**config.mk**
```make
export PLATFORM = sky130hd
export DESIGN_NAME = sync_preset_counter
export DESIGN_NICKNAME = d
export VERILOG_FILES = /design/src/rtl/sync_counter_pkg.sv /design/src/rtl/counter_ctrl.sv /design/src/rtl/counter_datapath.sv /design/src/rtl/sync_preset_counter.sv
export SDC_FILE = /design/constraint.sdc
export NUM_CORES = 1
export LEC_CHECK = 0
export ABC_AREA = 1
export BUFFER_PORTS_ARGS = -buffer_cell sky130_fd_sc_hd__clkbuf_2
export CORE_AREA = 2 2 39 41
export CTS_CLUSTER_SIZE = 20
export DETAILED_ROUTE_END_ITERATION = 10
export DIE_AREA = 0 0 41 43
export PLACE_DENSITY_LB_ADDON = 0.08
export RECOVER_POWER = 50
export SLEW_MARGIN = 20
export SYNTH_ARGS = -nofsm -noshare
export SYNTH_HDL_FRONTEND = slang
export SYNTH_HIERARCHICAL = 1
export SYNTH_SLANG_ARGS = --single-unit
```
**constraint.sdc**
```tcl
create_clock -name clk -period 1.2 [get_ports clk]
set_input_delay 0.06 -clock clk [delete_from_list [all_inputs] [get_ports clk]]
set_output_delay 0.06 -clock clk [all_outputs]
set_load 0.1 [all_outputs]
```
**src/rtl/sync_counter_pkg.sv**
```systemverilog
package sync_counter_pkg;

  typedef struct packed {
    logic clear;
    logic load;
    logic advance;
    logic carryGate;
  } ctrlStrobe_t;

endpackage

```
**src/rtl/counter_ctrl.sv**
```systemverilog
module counter_ctrl
  import sync_counter_pkg::*;
(
  input  logic        clk,
  input  logic        clearN,
  input  logic        loadN,
  input  logic        enableCount,
  input  logic        enableCarry,
  output ctrlStrobe_t strobe
);

  // priority: clear over load over advance
  always_comb begin
    strobe           = '0;
    strobe.carryGate = enableCarry;
    if (!clearN)
      strobe.clear = 1'b1;
    else if (!loadN)
      strobe.load = 1'b1;
    else if (enableCount && enableCarry)
      strobe.advance = 1'b1;
  end

  logic seenEdge = 1'b0;
  always_ff @(posedge clk) seenEdge <= 1'b1;

  // a held load never produces an advance strobe
  assert_load_blocks_advance_R2: assert property (@(posedge clk) disable iff (!seenEdge)
    !loadN |-> !strobe.advance);

  // clear excludes the other strobes
  assert_clear_exclusive_R1: assert property (@(posedge clk) disable iff (!seenEdge)
    !clearN |-> (!strobe.load && !strobe.advance));

endmodule

```
**src/rtl/counter_datapath.sv**
```systemverilog
module counter_datapath
  import sync_counter_pkg::*;
#(
  parameter int WIDTH = 4
) (
  input  logic             clk,
  input  ctrlStrobe_t      strobe,
  input  logic [WIDTH-1:0] loadData,
  output logic [WIDTH-1:0] count,
  output logic             carryOut
);

  localparam logic [WIDTH-1:0] ZERO = '0;

  logic [WIDTH-1:0] carryIn;
  logic [WIDTH-1:0] incremented;
  logic [WIDTH-1:0] nextCount;
  logic             atMax;

  // look-ahead carry: each bit toggles when all lower bits are one
  assign carryIn[0] = 1'b1;
  for (genvar b = 1; b < WIDTH; b++) begin : g_lookahead
    assign carryIn[b] = carryIn[b-1] & count[b-1];
  end

  assign incremented = count ^ carryIn;
  assign atMax       = carryIn[WIDTH-1] & count[WIDTH-1];

  always_comb begin
    nextCount = count;
    if (strobe.clear)
      nextCount = ZERO;
    else if (strobe.load)
      nextCount = loadData;
    else if (strobe.advance)
      nextCount = incremented;
  end

  always_ff @(posedge clk) count <= nextCount;

  assign carryOut = strobe.carryGate & atMax;

  logic seenEdge = 1'b0;
  always_ff @(posedge clk) seenEdge <= 1'b1;

  // advancing from all ones lands on zero
  assert_wrap_R5: assert property (@(posedge clk) disable iff (!seenEdge)
    ($past(strobe.advance) && ($past(count) == {WIDTH{1'b1}})) |-> (count == ZERO));

endmodule

```
**src/rtl/sync_preset_counter.sv**
```systemverilog
module sync_preset_counter
  import sync_counter_pkg::*;
#(
  parameter int WIDTH = 4
) (
  input  logic             clk,
  input  logic             clearN,
  input  logic             loadN,
  input  logic             enableCount,
  input  logic             enableCarry,
  input  logic [WIDTH-1:0] loadData,
  output logic [WIDTH-1:0] count,
  output logic             carryOut
);

  ctrlStrobe_t strobe;

  counter_ctrl u_ctrl (
    .clk         (clk),
    .clearN      (clearN),
    .loadN       (loadN),
    .enableCount (enableCount),
    .enableCarry (enableCarry),
    .strobe      (strobe)
  );

  counter_datapath #(.WIDTH(WIDTH)) u_datapath (
    .clk      (clk),
    .strobe   (strobe),
    .loadData (loadData),
    .count    (count),
    .carryOut (carryOut)
  );

  logic seenEdge = 1'b0;
  always_ff @(posedge clk) seenEdge <= 1'b1;

  assert_clear_R1: assert property (@(posedge clk) disable iff (!seenEdge)
    !$past(clearN) |-> (count == '0));

  assert_load_R2: assert property (@(posedge clk) disable iff (!seenEdge)
    ($past(clearN) && !$past(loadN)) |-> (count == $past(loadData)));

  assert_step_R3: assert property (@(posedge clk) disable iff (!seenEdge)
    ($past(clearN) && $past(loadN) && $past(enableCount) && $past(enableCarry))
      |-> (count == WIDTH'($past(count) + 1'b1)));

  assert_hold_R4: assert property (@(posedge clk) disable iff (!seenEdge)
    ($past(clearN) && $past(loadN) && !($past(enableCount) && $past(enableCarry)))
      |-> $stable(count));

  assert_carry_gate_R6: assert property (@(posedge clk) disable iff (!seenEdge)
    carryOut |-> (enableCarry && (count == {WIDTH{1'b1}})));

endmodule

```
==> impl_metrics.json <==
{
  "status": "complete, but fails checks",
  "violations": "negative setup slack",
  "dp_hpwl_um": 592.5,
  "seq_power_share_pct": 31.5,
  "setup_violations": 1,
  "dieArea_um2": 1763,
  "arrival_ns": 1.34,
  "regMostFlops": "u_datapath/count",
  "pin_count": 14,
  "syn_nets": 54,
  "drive_above_1_share_pct": 54.84,
  "coreArea_um2": 1384,
  "grt_pass1_vias": 282,
  "ys_seq_elements": 4,
  "clockPowerShare_pct": 38.5,
  "ir_worst_vdd_uv": 546.8,
  "path_clk_slew_ns": 0.04,
  "fmax_mhz": 713.6,
  "via_count": 308,
  "worstHoldPathType": "in2reg",
  "crit_fanout": 2,
  "fin_cells": 78,
  "crit_path_end_kind": "output port",
  "cp-start-kind": "flop",
  "ant_nets": 0,
  "clkLatencyLatePin_ns": 0.23,
  "drt-total-wl_um": 665,
  "final_common_cell": "nand2_1",
  "finalPower_uw": 464.2,
  "clk_path_buf_depth": 2,
  "die_w_um": 41,
  "gr-total-overflow": 0,
  "p_sw_uw": 150.5,
  "rsz0062_at_grt": "true",
  "largest_register_ffs": 4,
  "n_fill_cell": 143,
  "tightestPinTransition_ns": 0.3043,
  "power.density_nw_per_um2": 885.5,
  "n_antenna_cell": 0,
  "reg.largest.list": "u_datapath/count: 4 flops",
  "start_util_pct": 19.35,
  "min_from": "loadData[2]",
  "postCtsSetupBuffers": 0,
  "p_int_uw": 313.7,
  "combPwrFrac_pct": 30.0,
  "dp_cells": 74,
  "final_cell_mix": "14 x nand2_1, 8 x clkbuf_2, 5 x clkbuf_4, 5 x inv_1, 4 x nand3_1",
  "grt_max_degree": 7,
  "cts_tree": "done",
  "wl_per_cell_um": 8.526,
  "design_area_um2": 524.3,
  "critPathLaunch": "u_datapath/count[0]",
  "synth_area_um2": 267.8,
  "syn2layout_area_growth_pct": 95.79,
  "drtIter0Drc": 5,
  "slew_headroom_pct": 79.83,
  "cts_root_buffer": "clkbuf_4",
  "setup_tns_ns": -0.2014,
  "dr.pass1.iters": 4,
  "finalCritPeriodShare_pct": 116.8,
  "leakagePower_uw": 0.0002707,
  "ys_types": 10,
  "finalClockSkew_ns": 0.006205,
  "worstReg2RegStart": "u_datapath/count[0]",
  "worst_slack_ns": -0.2014,
  "gp_congestion": 0.7168,
  "grt_usage_pct": 9.829,
  "fin_nets": 75,
  "yosysSeqAreaShare_pct": 29.91,
  "slew_viol_final": 0,
  "port-buffer-count": 13,
  "syn_inst": 42,
  "synth_area_per_cell_um2": 6.375,
  "yosys_warnings": 6,
  "hold_violations": 0,
  "antenna_found_initial": 0,
  "switching_share_pct": 32.41,
  "hold_ws_ns": 0.1265,
  "die_h_um": 43,
  "worstSetupPathType": "reg2out",
  "crit_required_ns": 1.14,
  "grt_first_pass_wirelength_um": 1117,
  "fp-row-count": 14,
  "ctsHoldBuffers": 0,
  "cap_violations": 0,
  "min_period_ns": 1.401,
  "viasPerCell": 3.949,
  "htreeDepth": 1,
  "numClockSinks": 4,
  "cts_made_buffers": 3,
  "drc": 0,
  "placed_cell_area_um2": 516.7
}
-- per-layer routing --
layer | up-vias | part of all wire, % | wire (um) | GRT usage (%)
met5 | - | 0 | 0 | 0
met4 | 0 | 0 | 0 | 2.000
met3 | 0 | 3.8 | 25 | 7.853
met2 | 3 | 49 | 328 | 13.44
met1 | 136 | 47 | 311 | 11.86
li1 | 169 | - | - | -
-- power groups by stage --
stage | Clock [uW] | Combinational [uW] | Sequential (uW)
after floorplan | 0 | 38.7 | 199
after global placement | 0 | 149 | 151
after detailed placement | 0 | 149 | 151
after CTS | 190 | 150 | 148
after global routing | 194 | 151 | 147
final | 179 | 139 | 146
-- path summary, 6_finish.rpt --
| check | slack (ns) | cells past startpoint | end |
|---|---|---|---|
| worst max-delay path | -0.20 | 6 | carryOut |
| worst min-delay path | 0.13 | 5 | u_datapath/count[2] |
| worst max register to register | 0.04 | 7 | u_datapath/count[3] |
| worst min register to register | 0.59 | 4 | u_datapath/count[3] |
-- kinds of logic (layout without fill, tap and decap cells) --
kind of cell  after synthesis  in the layout  share of synthesized area (%)
flops                       4              4                          29.91
buf+inv                     9             29                          14.02
fa+ha+maj                   3              3                          14.02
simple gates               26             26                          42.06
-- stage by stage --
step / setup WS (ns) / util, %
after floorplan: -0.2690 / -
after global placement: 0.01964 / 37.34
after detailed placement: 0.01976 / 37.34
after CTS: -0.2148 / 39.60
after global routing: -0.2414 / 37.88
final: -0.2014 / 37.88
-- cell type report --
class / instances / area [um2] / share of cell area [%]
repair buffers: 17 / 141.4 / 26.97
clock buffers: 4 / 26.28 / 5.012
inverters: 8 / 33.78 / 6.444
flip-flops and latches: 4 / 92.59 / 17.66
well taps: 16 / 20.02 / 3.819
multi-input cells: 29 / 210.2 / 40.10
-- synth_stat cells (all sizes together) --
library cell	n	area, um2
dfxtp	4	80.08
nor2	3	13.77
inv	8	30.03
nand3b	1	7.510
nand2	15	56.30
ha	3	37.54
buf	1	7.510
nand3	7	35.03
-- critical path, stage by stage, from the launching register on --
cell and delay [ns]:
dfxtp_4 0.34, ha_4 0.16, ha_4 0.15, ha_4 0.15, nand2_4 0.05, clkinvlp_4 0.08, buf_12 0.17
-- what timing repair did --
action / CTS / global route
endpoints found under the hold margin: 0 / 0
pin swaps: 2 / 2
endpoints found under the setup margin: 1 / 2
resized for setup: 1 / 1
Note: power is estimated with default switching activity, not from simulation.
